**src/rtl/amp_guard_pkg.sv**
```systemverilog
`timescale 1ns/1ps
package amp_guard_pkg;

   localparam int SYNC_DEPTH = 2;

   typedef struct packed {
      logic warn;
      logic shut;
   } therm_flags_t;

   function automatic int cnt_w(input int n);
      return (n < 2) ? 1 : $clog2(n + 1);
   endfunction

endpackage

```
**src/rtl/amp_sync.sv**
```systemverilog
`timescale 1ns/1ps
module amp_sync #(
   parameter int   STAGES  = 2,
   parameter logic RST_VAL = 1'b0
) (
   input  logic clk,
   input  logic arst_n,
   input  logic d,
   output logic q
);
   logic [STAGES-1:0] sh;

   if (STAGES < 2) begin : g_bad
      $error("amp_sync: STAGES must be at least 2");
   end

   for (genvar i = 0; i < STAGES; i++) begin : g_st
      if (i == 0) begin : g_first
         always_ff @(posedge clk or negedge arst_n) begin
            if (!arst_n) sh[0] <= RST_VAL;
            else         sh[0] <= d;
         end
      end else begin : g_next
         always_ff @(posedge clk or negedge arst_n) begin
            if (!arst_n) sh[i] <= RST_VAL;
            else         sh[i] <= sh[i-1];
         end
      end
   end

   assign q = sh[STAGES-1];
endmodule

```
**src/rtl/amp_thermal.sv**
```systemverilog
`timescale 1ns/1ps
module amp_thermal
   import amp_guard_pkg::*;
#(
   parameter int TEMP_W = 9,
   parameter int T_WARN = 135,
   parameter int T_SHUT = 150,
   parameter int T_CLR  = 120
) (
   input  logic                     clk,
   input  logic                     arst_n,
   input  logic signed [TEMP_W-1:0] temp_c,
   output therm_flags_t             flags
);
   logic signed [TEMP_W-1:0] temp_q;
   logic                     below_clr;

   assign below_clr = (temp_q < T_CLR);

   always_ff @(posedge clk or negedge arst_n) begin
      if (!arst_n) begin
         temp_q <= '0;
         flags  <= '0;
      end else begin
         temp_q <= temp_c;
         if (below_clr) begin
            flags.warn <= 1'b0;
            flags.shut <= 1'b0;
         end else begin
            if (temp_q > T_WARN) flags.warn <= 1'b1;
            if (temp_q > T_SHUT) flags.shut <= 1'b1;
         end
      end
   end
endmodule

```
**src/rtl/amp_rst_qual.sv**
```systemverilog
`timescale 1ns/1ps
module amp_rst_qual
   import amp_guard_pkg::*;
#(
   parameter int MIN_LOW = 6
) (
   input  logic clk,
   input  logic arst_n,
   input  logic pdn_n,
   output logic rst_act
);
   localparam int CW = cnt_w(MIN_LOW);

   logic          pdn_s;
   logic [CW-1:0] low_cnt;

   amp_sync #(.STAGES(SYNC_DEPTH), .RST_VAL(1'b0)) u_sync (
      .clk(clk), .arst_n(arst_n), .d(pdn_n), .q(pdn_s)
   );

   always_ff @(posedge clk or negedge arst_n) begin
      if (!arst_n) begin
         low_cnt <= '0;
         rst_act <= 1'b1;
      end else if (pdn_s) begin
         low_cnt <= '0;
         rst_act <= 1'b0;
      end else begin
         if (low_cnt != CW'(MIN_LOW)) low_cnt <= low_cnt + 1'b1;
         if (low_cnt == CW'(MIN_LOW - 1)) rst_act <= 1'b1;
      end
   end
endmodule

```
**src/rtl/amp_oc_guard.sv**
```systemverilog
`timescale 1ns/1ps
module amp_oc_guard
   import amp_guard_pkg::*;
#(
   parameter int CONFIRM = 2
) (
   input  logic clk,
   input  logic arst_n,
   input  logic oc_flag,
   input  logic rst_act,
   input  logic mute_act,
   output logic oc_lat
);
   logic oc_s;
   logic seen;
   logic armed;

   amp_sync #(.STAGES(SYNC_DEPTH), .RST_VAL(1'b0)) u_sync (
      .clk(clk), .arst_n(arst_n), .d(oc_flag), .q(oc_s)
   );

   if (CONFIRM == 2) begin : g_pair
      logic hist;
      always_ff @(posedge clk or negedge arst_n) begin
         if (!arst_n) hist <= 1'b0;
         else         hist <= oc_s;
      end
      assign seen = oc_s & hist;
   end else begin : g_wide
      logic [CONFIRM-2:0] hist;
      always_ff @(posedge clk or negedge arst_n) begin
         if (!arst_n) hist <= '0;
         else         hist <= {hist[CONFIRM-3:0], oc_s};
      end
      assign seen = oc_s & (&hist);
   end

   always_ff @(posedge clk or negedge arst_n) begin
      if (!arst_n) begin
         oc_lat <= 1'b0;
         armed  <= 1'b0;
      end else if (rst_act) begin
         oc_lat <= 1'b0;
         armed  <= 1'b0;
      end else if (oc_lat) begin
         if (armed && !mute_act) begin
            oc_lat <= 1'b0;
            armed  <= 1'b0;
         end else begin
            armed <= armed | mute_act;
         end
      end else begin
         oc_lat <= seen;
         armed  <= 1'b0;
      end
   end
endmodule

```
**src/rtl/amp_stage_seq.sv**
```systemverilog
`timescale 1ns/1ps
module amp_stage_seq
   import amp_guard_pkg::*;
#(
   parameter int DLY = 11289600
) (
   input  logic clk,
   input  logic arst_n,
   input  logic rst_act,
   input  logic mute_act,
   input  logic oc_lat,
   input  logic shut,
   output logic stage_en,
   output logic pop_start
);
   localparam int CW = cnt_w(DLY);

   logic [CW-1:0] dly_cnt;
   logic          settled;
   logic          en_next;

   assign settled = (dly_cnt == CW'(DLY));
   assign en_next = !rst_act && settled && !mute_act && !oc_lat && !shut;

   always_ff @(posedge clk or negedge arst_n) begin
      if (!arst_n) begin
         dly_cnt <= '0;
      end else if (rst_act) begin
         dly_cnt <= '0;
      end else if (!settled) begin
         dly_cnt <= dly_cnt + 1'b1;
      end
   end

   always_ff @(posedge clk or negedge arst_n) begin
      if (!arst_n) begin
         stage_en  <= 1'b0;
         pop_start <= 1'b0;
      end else begin
         stage_en  <= en_next;
         pop_start <= en_next & ~stage_en;
      end
   end
endmodule

```
**src/rtl/amp_guard.sv**
```systemverilog
`timescale 1ns/1ps
module amp_guard
   import amp_guard_pkg::*;
#(
   parameter int TEMP_W         = 9,
   parameter int T_WARN         = 135,
   parameter int T_SHUT         = 150,
   parameter int T_CLR          = 120,
   parameter int OC_CONFIRM     = 2,
   parameter int RST_MIN_CYC    = 6,
   parameter int UNMUTE_DLY_CYC = 11289600,
   parameter int MUTE_MAX_CYC   = 56
) (
   input  logic                     clk,
   input  logic                     arst_n,
   input  logic signed [TEMP_W-1:0] temp_c,
   input  logic                     oc_flag,
   input  logic                     pdn_n,
   input  logic                     mute_n,
   output logic                     err_warn_n,
   output logic                     err_shut_n,
   output logic                     err_oc_n,
   output logic                     stage_en,
   output logic                     pop_start
);
   localparam int TEMP_MAX     = (1 << (TEMP_W - 1)) - 1;
   localparam int MUTE_LATENCY = SYNC_DEPTH + 1;

   if (!(T_CLR < T_WARN && T_WARN < T_SHUT)) begin : g_bad_order
      $error("amp_guard: need T_CLR < T_WARN < T_SHUT");
   end
   if (T_SHUT > TEMP_MAX) begin : g_bad_range
      $error("amp_guard: T_SHUT does not fit TEMP_W");
   end
   if (OC_CONFIRM < 2) begin : g_bad_confirm
      $error("amp_guard: OC_CONFIRM must be at least 2");
   end
   if (RST_MIN_CYC < 1 || UNMUTE_DLY_CYC < 1) begin : g_bad_timing
      $error("amp_guard: timing parameters must be positive");
   end
   if (MUTE_LATENCY > MUTE_MAX_CYC) begin : g_bad_mute
      $error("amp_guard: mute path slower than its budget");
   end

   therm_flags_t tflags;
   logic         rst_act;
   logic         mute_s;
   logic         mute_act;
   logic         oc_lat;

   amp_thermal #(
      .TEMP_W(TEMP_W), .T_WARN(T_WARN), .T_SHUT(T_SHUT), .T_CLR(T_CLR)
   ) u_therm (
      .clk(clk), .arst_n(arst_n), .temp_c(temp_c), .flags(tflags)
   );

   amp_rst_qual #(.MIN_LOW(RST_MIN_CYC)) u_rstq (
      .clk(clk), .arst_n(arst_n), .pdn_n(pdn_n), .rst_act(rst_act)
   );

   amp_sync #(.STAGES(SYNC_DEPTH), .RST_VAL(1'b0)) u_mute_sync (
      .clk(clk), .arst_n(arst_n), .d(mute_n), .q(mute_s)
   );
   assign mute_act = ~mute_s;

   amp_oc_guard #(.CONFIRM(OC_CONFIRM)) u_oc (
      .clk(clk), .arst_n(arst_n), .oc_flag(oc_flag),
      .rst_act(rst_act), .mute_act(mute_act), .oc_lat(oc_lat)
   );

   amp_stage_seq #(.DLY(UNMUTE_DLY_CYC)) u_seq (
      .clk(clk), .arst_n(arst_n), .rst_act(rst_act), .mute_act(mute_act),
      .oc_lat(oc_lat), .shut(tflags.shut),
      .stage_en(stage_en), .pop_start(pop_start)
   );

   assign err_warn_n = ~tflags.warn;
   assign err_shut_n = ~tflags.shut;
   assign err_oc_n   = ~oc_lat;
endmodule

```
**config.mk**
```make
export PLATFORM = sky130hd
export DESIGN_NAME = amp_guard
export DESIGN_NICKNAME = d
export VERILOG_FILES = /design/src/rtl/amp_guard_pkg.sv /design/src/rtl/amp_sync.sv /design/src/rtl/amp_thermal.sv /design/src/rtl/amp_rst_qual.sv /design/src/rtl/amp_oc_guard.sv /design/src/rtl/amp_stage_seq.sv /design/src/rtl/amp_guard.sv
export SDC_FILE = /design/constraint.sdc
export NUM_CORES = 1
export LEC_CHECK = 0
export CAP_MARGIN = 20
export CORE_UTILIZATION = 54
export DETAILED_ROUTE_END_ITERATION = 8
export DONT_BUFFER_PORTS = 1
export HOLD_SLACK_MARGIN = 0.02
export PLACE_DENSITY = 0.69
export SETUP_SLACK_MARGIN = 0.2
export SYNTH_ARGS = -nofsm -noshare
export SYNTH_HDL_FRONTEND = slang
export SYNTH_SLANG_ARGS = --single-unit
```
**constraint.sdc**
```tcl
create_clock -name clk -period 4.95 [get_ports clk]
set_input_delay 1.2375 -clock clk [delete_from_list [all_inputs] [get_ports clk]]
set_output_delay 1.2375 -clock clk [all_outputs]
set_load 0.02 [all_outputs]
```
==> summary.md <==
| Metric | Value |
|---|---|
| Pre-Repair DR Iteration Count | 4 |
| Starting Density | 56.6% |
| Average wire per standard cell | 15.3 um |
| FMAX | 0.446 GHz |
| Yosys reg bits | 50 |
| Total core area | 4000 um^2 |
| Max cap viols | 0 |
| P&R area growth vs syn | 6.02% |
| Hold Path Sink | u_oc.u_sync.q$_DFF_PN0_ |
| Relative slew margins | 59.2% |
| Worst Path Required | 5.15 ns |
| Clock skew | 0.0115 ns |
| Place WS | 2.74 ns |
| CTS Buf Count | 5 |
| Worst-Skew Late Latency | 0.31 ns |
| Overflow after GRT | 0 |
| Final hold vios | 0 |
| Ant. Diodes | 0 |
| DRC viols | 0 |
| Syn_area_per_cell | 10.6 um^2 |
| First DRT Iteration DRCs | 106 |
| Placed cell count | 255 |
| Clk sink count | 50 |
| Gate Count Post-Synth | 213 |
| Largest net degree at the start of global routing | 51 |
| Layout Cells excl Fill | 263 |
| ANT nets after route | 0 |
| Vias per inst | 5.93 |
| CP startpoint kind | flip-flop |
| Post_cts resized | 0 |
| Flop2flop setup slack | 2.71 ns |
| P_sw | 0.264 mW |
| Total number of vias | 1560 |
| Worst-margin pin slew | 0.611 ns |
| Setup TNS | 0 ns |
| Worst Reg-to-Reg Cells | 5 |
| Worst-path clk slew | 0.10 ns |
| Share of layout cells above drive strength 1 | 9.86% |
| Min Tclk post-route | 2.24 ns |
| CTS tree | done |
| Cell Pwr Density | 384 nW/um^2 |
| Die Y | 66.8 um |
| Period utilization | 45.3% |
| Setup WS post-layout | 2.71 ns |
| Status | finished clean |
| Clk root buf | clkbuf_8 |
| Longest Clk Path Bufs | 2 |
| Vias in the first global route | 1603 |
| Sequential share of the synthesized area | 55.3% |
| Peak supply drop | 0.259 mV |
| Synth Warn # | 0 |
| Worst Hold Depth | 0 |
| Initial antenna violation count | 0 |
| Cell Area, Synth | 2270 um^2 |
| RSZ-0062 raised after global routing | no |
| Sequential power share | 55.6% |
| Nets | 231 |
| Worst setup EP type | flip-flop |
| Part of the power in the clock network | 31.4% |
| GPL Wtd Cong | 0.860 |
| CTS H-tree depth | 2 |
| Die Area | 4460 um^2 |
| Maximum fanout along the worst path | 7 |
| Worst reg2reg startpoint | u_seq.dly_cnt[0]$_DFFE_PN0P_ |
| Die X | 66.8 um |
| Hold path startpoint | u_oc.u_sync.sh[0]$_DFF_PN0_ |
| Top_reg_cell synth | dfrtp_1 |
| Pint | 0.658 mW |
| Setup bufs post-CTS | 0 |
| EDFF count, synth | 0 |
| Synth Net Count | 232 |
| Library cells used by synthesis | 39 |
| Net Sw Frac | 28.7% |
| Combinational Power Share | 13.0% |
| Post-synth ARST share | 100% |
| PortBufs | 0 |
| Total routed wirelength | 4020 um |
| First-pass GRT wire length | 6870 um |
| Max Slew Vio Count | 0 |
| # IOs | 19 |
| Kind of critical path | flip-flop to flip-flop |
| Crit path arrival time | 2.44 ns |
| Final setup vio count | 0 |
| Hpwl dp | 2720 um |
| Cell row count | 23 |
| Static Leak | 1.01 nW |
| Post-cts hold buffer count | 0 |
| HP Class | flip-flop to flip-flop |
| All-Layer GR Usage | 20.9% |
| Worst r2r dst | u_seq.dly_cnt[18]$_DFFE_PN0P_ |
synthesized netlist by cell type (all sizes together) (2+ instances only):
cell type	n	share of area, %
a211oi	5	1.7
a21oi	12	2.7
and3	5	1.4
and4	2	0.77
clkbuf	7	1.2
dfrtp	49	54
ha	5	2.8
inv	12	2.0
mux2	6	3.0
nand2	12	2.0
nand3	9	2.2
nand4	5	1.7
nor2	23	3.8
nor2b	4	1.1
nor3	6	1.3
nor4	4	1.8
nor4b	2	0.77
o21ai	9	2.0
o31ai	3	0.99
or3	8	2.2
or4	5	1.8
or4b	2	0.88
xnor2	4	1.5
xor2	5	1.9
stage by stage:
step,utilization [%],hold WS [ns],total power [mW],area (um^2)
floorplan,-,0.331,0.609,2270
global placement,57.2,0.332,0.632,2290
detailed placement,57.2,0.336,0.641,2290
CTS,60.1,0.357,0.927,2400
global route,60.1,0.361,0.969,2400
finish,60.1,0.352,0.922,2400
worst max path at each step:
| stage | slack, ns | from | endpoint |
|---|---|---|---|
| after global routing | 2.55 | u_seq.dly_cnt[0]$_DFFE_PN0P_ | u_seq.dly_cnt[18]$_DFFE_PN0P_ |
| after CTS | 2.72 | u_seq.dly_cnt[0]$_DFFE_PN0P_ | u_seq.dly_cnt[18]$_DFFE_PN0P_ |
| after floorplan | 2.87 | u_seq.dly_cnt[13]$_DFFE_PN0P_ | u_seq.dly_cnt[2]$_DFFE_PN0P_ |
| after global placement | 2.80 | u_seq.dly_cnt[0]$_DFFE_PN0P_ | u_seq.dly_cnt[18]$_DFFE_PN0P_ |
| after detailed placement | 2.74 | u_seq.dly_cnt[0]$_DFFE_PN0P_ | u_seq.dly_cnt[18]$_DFFE_PN0P_ |
| final | 2.71 | u_seq.dly_cnt[0]$_DFFE_PN0P_ | u_seq.dly_cnt[18]$_DFFE_PN0P_ |
power groups by stage:
stage	clock network [mW]	logic, mW	registers [mW]
after floorplan	0	0.113	0.497
after global placement	0	0.116	0.516
after detailed placement	0	0.121	0.520
after CTS	0.294	0.121	0.512
after global routing	0.310	0.138	0.520
final	0.290	0.120	0.512
critical path, stage by stage (launching register included):
cell	delay, ns
dfrtp_1	0.42
ha_1	0.23
and3_1	0.22
or4b_1	0.62
a2111oi_2	0.28
mux2_2	0.37
cell usage in the layout, fill, tap and decap left out, types with 6 or more instances in the layout:
| master | netlist | layout |
|---|---|---|
| a21oi_1 | 12 | 12 |
| or3_1 | 8 | 8 |
| nor3_1 | 6 | 6 |
| inv_1 | 12 | 12 |
| nor2_1 | 23 | 23 |
| mux2_2 | 6 | 6 |
| o21ai_0 | 8 | 8 |
| dfrtp_1 | 49 | 49 |
| nand2_1 | 12 | 12 |
| nand3_1 | 8 | 8 |
per-layer routing:
| metal | wire length (um) | GRT usage [%] |
|---|---|---|
| met1 | 1820 | 25.2 |
| met2 | 1990 | 36.1 |
| met3 | 150 | 4.45 |
| met4 | 53 | 7.98 |
| met5 | 0 | 0 |
registers in the layout, indices dropped and copies added (netlist names), 2 cells and up:
name	count
u_seq.dly_cnt	24
u_therm.temp_q	9
u_rstq.low_cnt	3
u_therm.flags	2
logic make-up after synthesis:
group | count (synthesis) | share of synthesized area (%)
simple gates | 88 | 22.0
compound gates | 35 | 9.83
fa+ha+maj | 5 | 2.76
xor+xnor | 9 | 3.48
flops | 50 | 55.3
buf+inv | 20 | 3.70
mux | 6 | 2.98
final cells by class:
cell class	instances	area, um^2
Multi-Input combinational cell	143	930
Clock inverter	3	43.8
Fill cell	323	1600
Clock buffer	5	68.8
Sequential cell	50	1250
Inverter	12	45.0
Tap cell	50	62.6
Note: power is estimated with default switching activity, not from simulation.
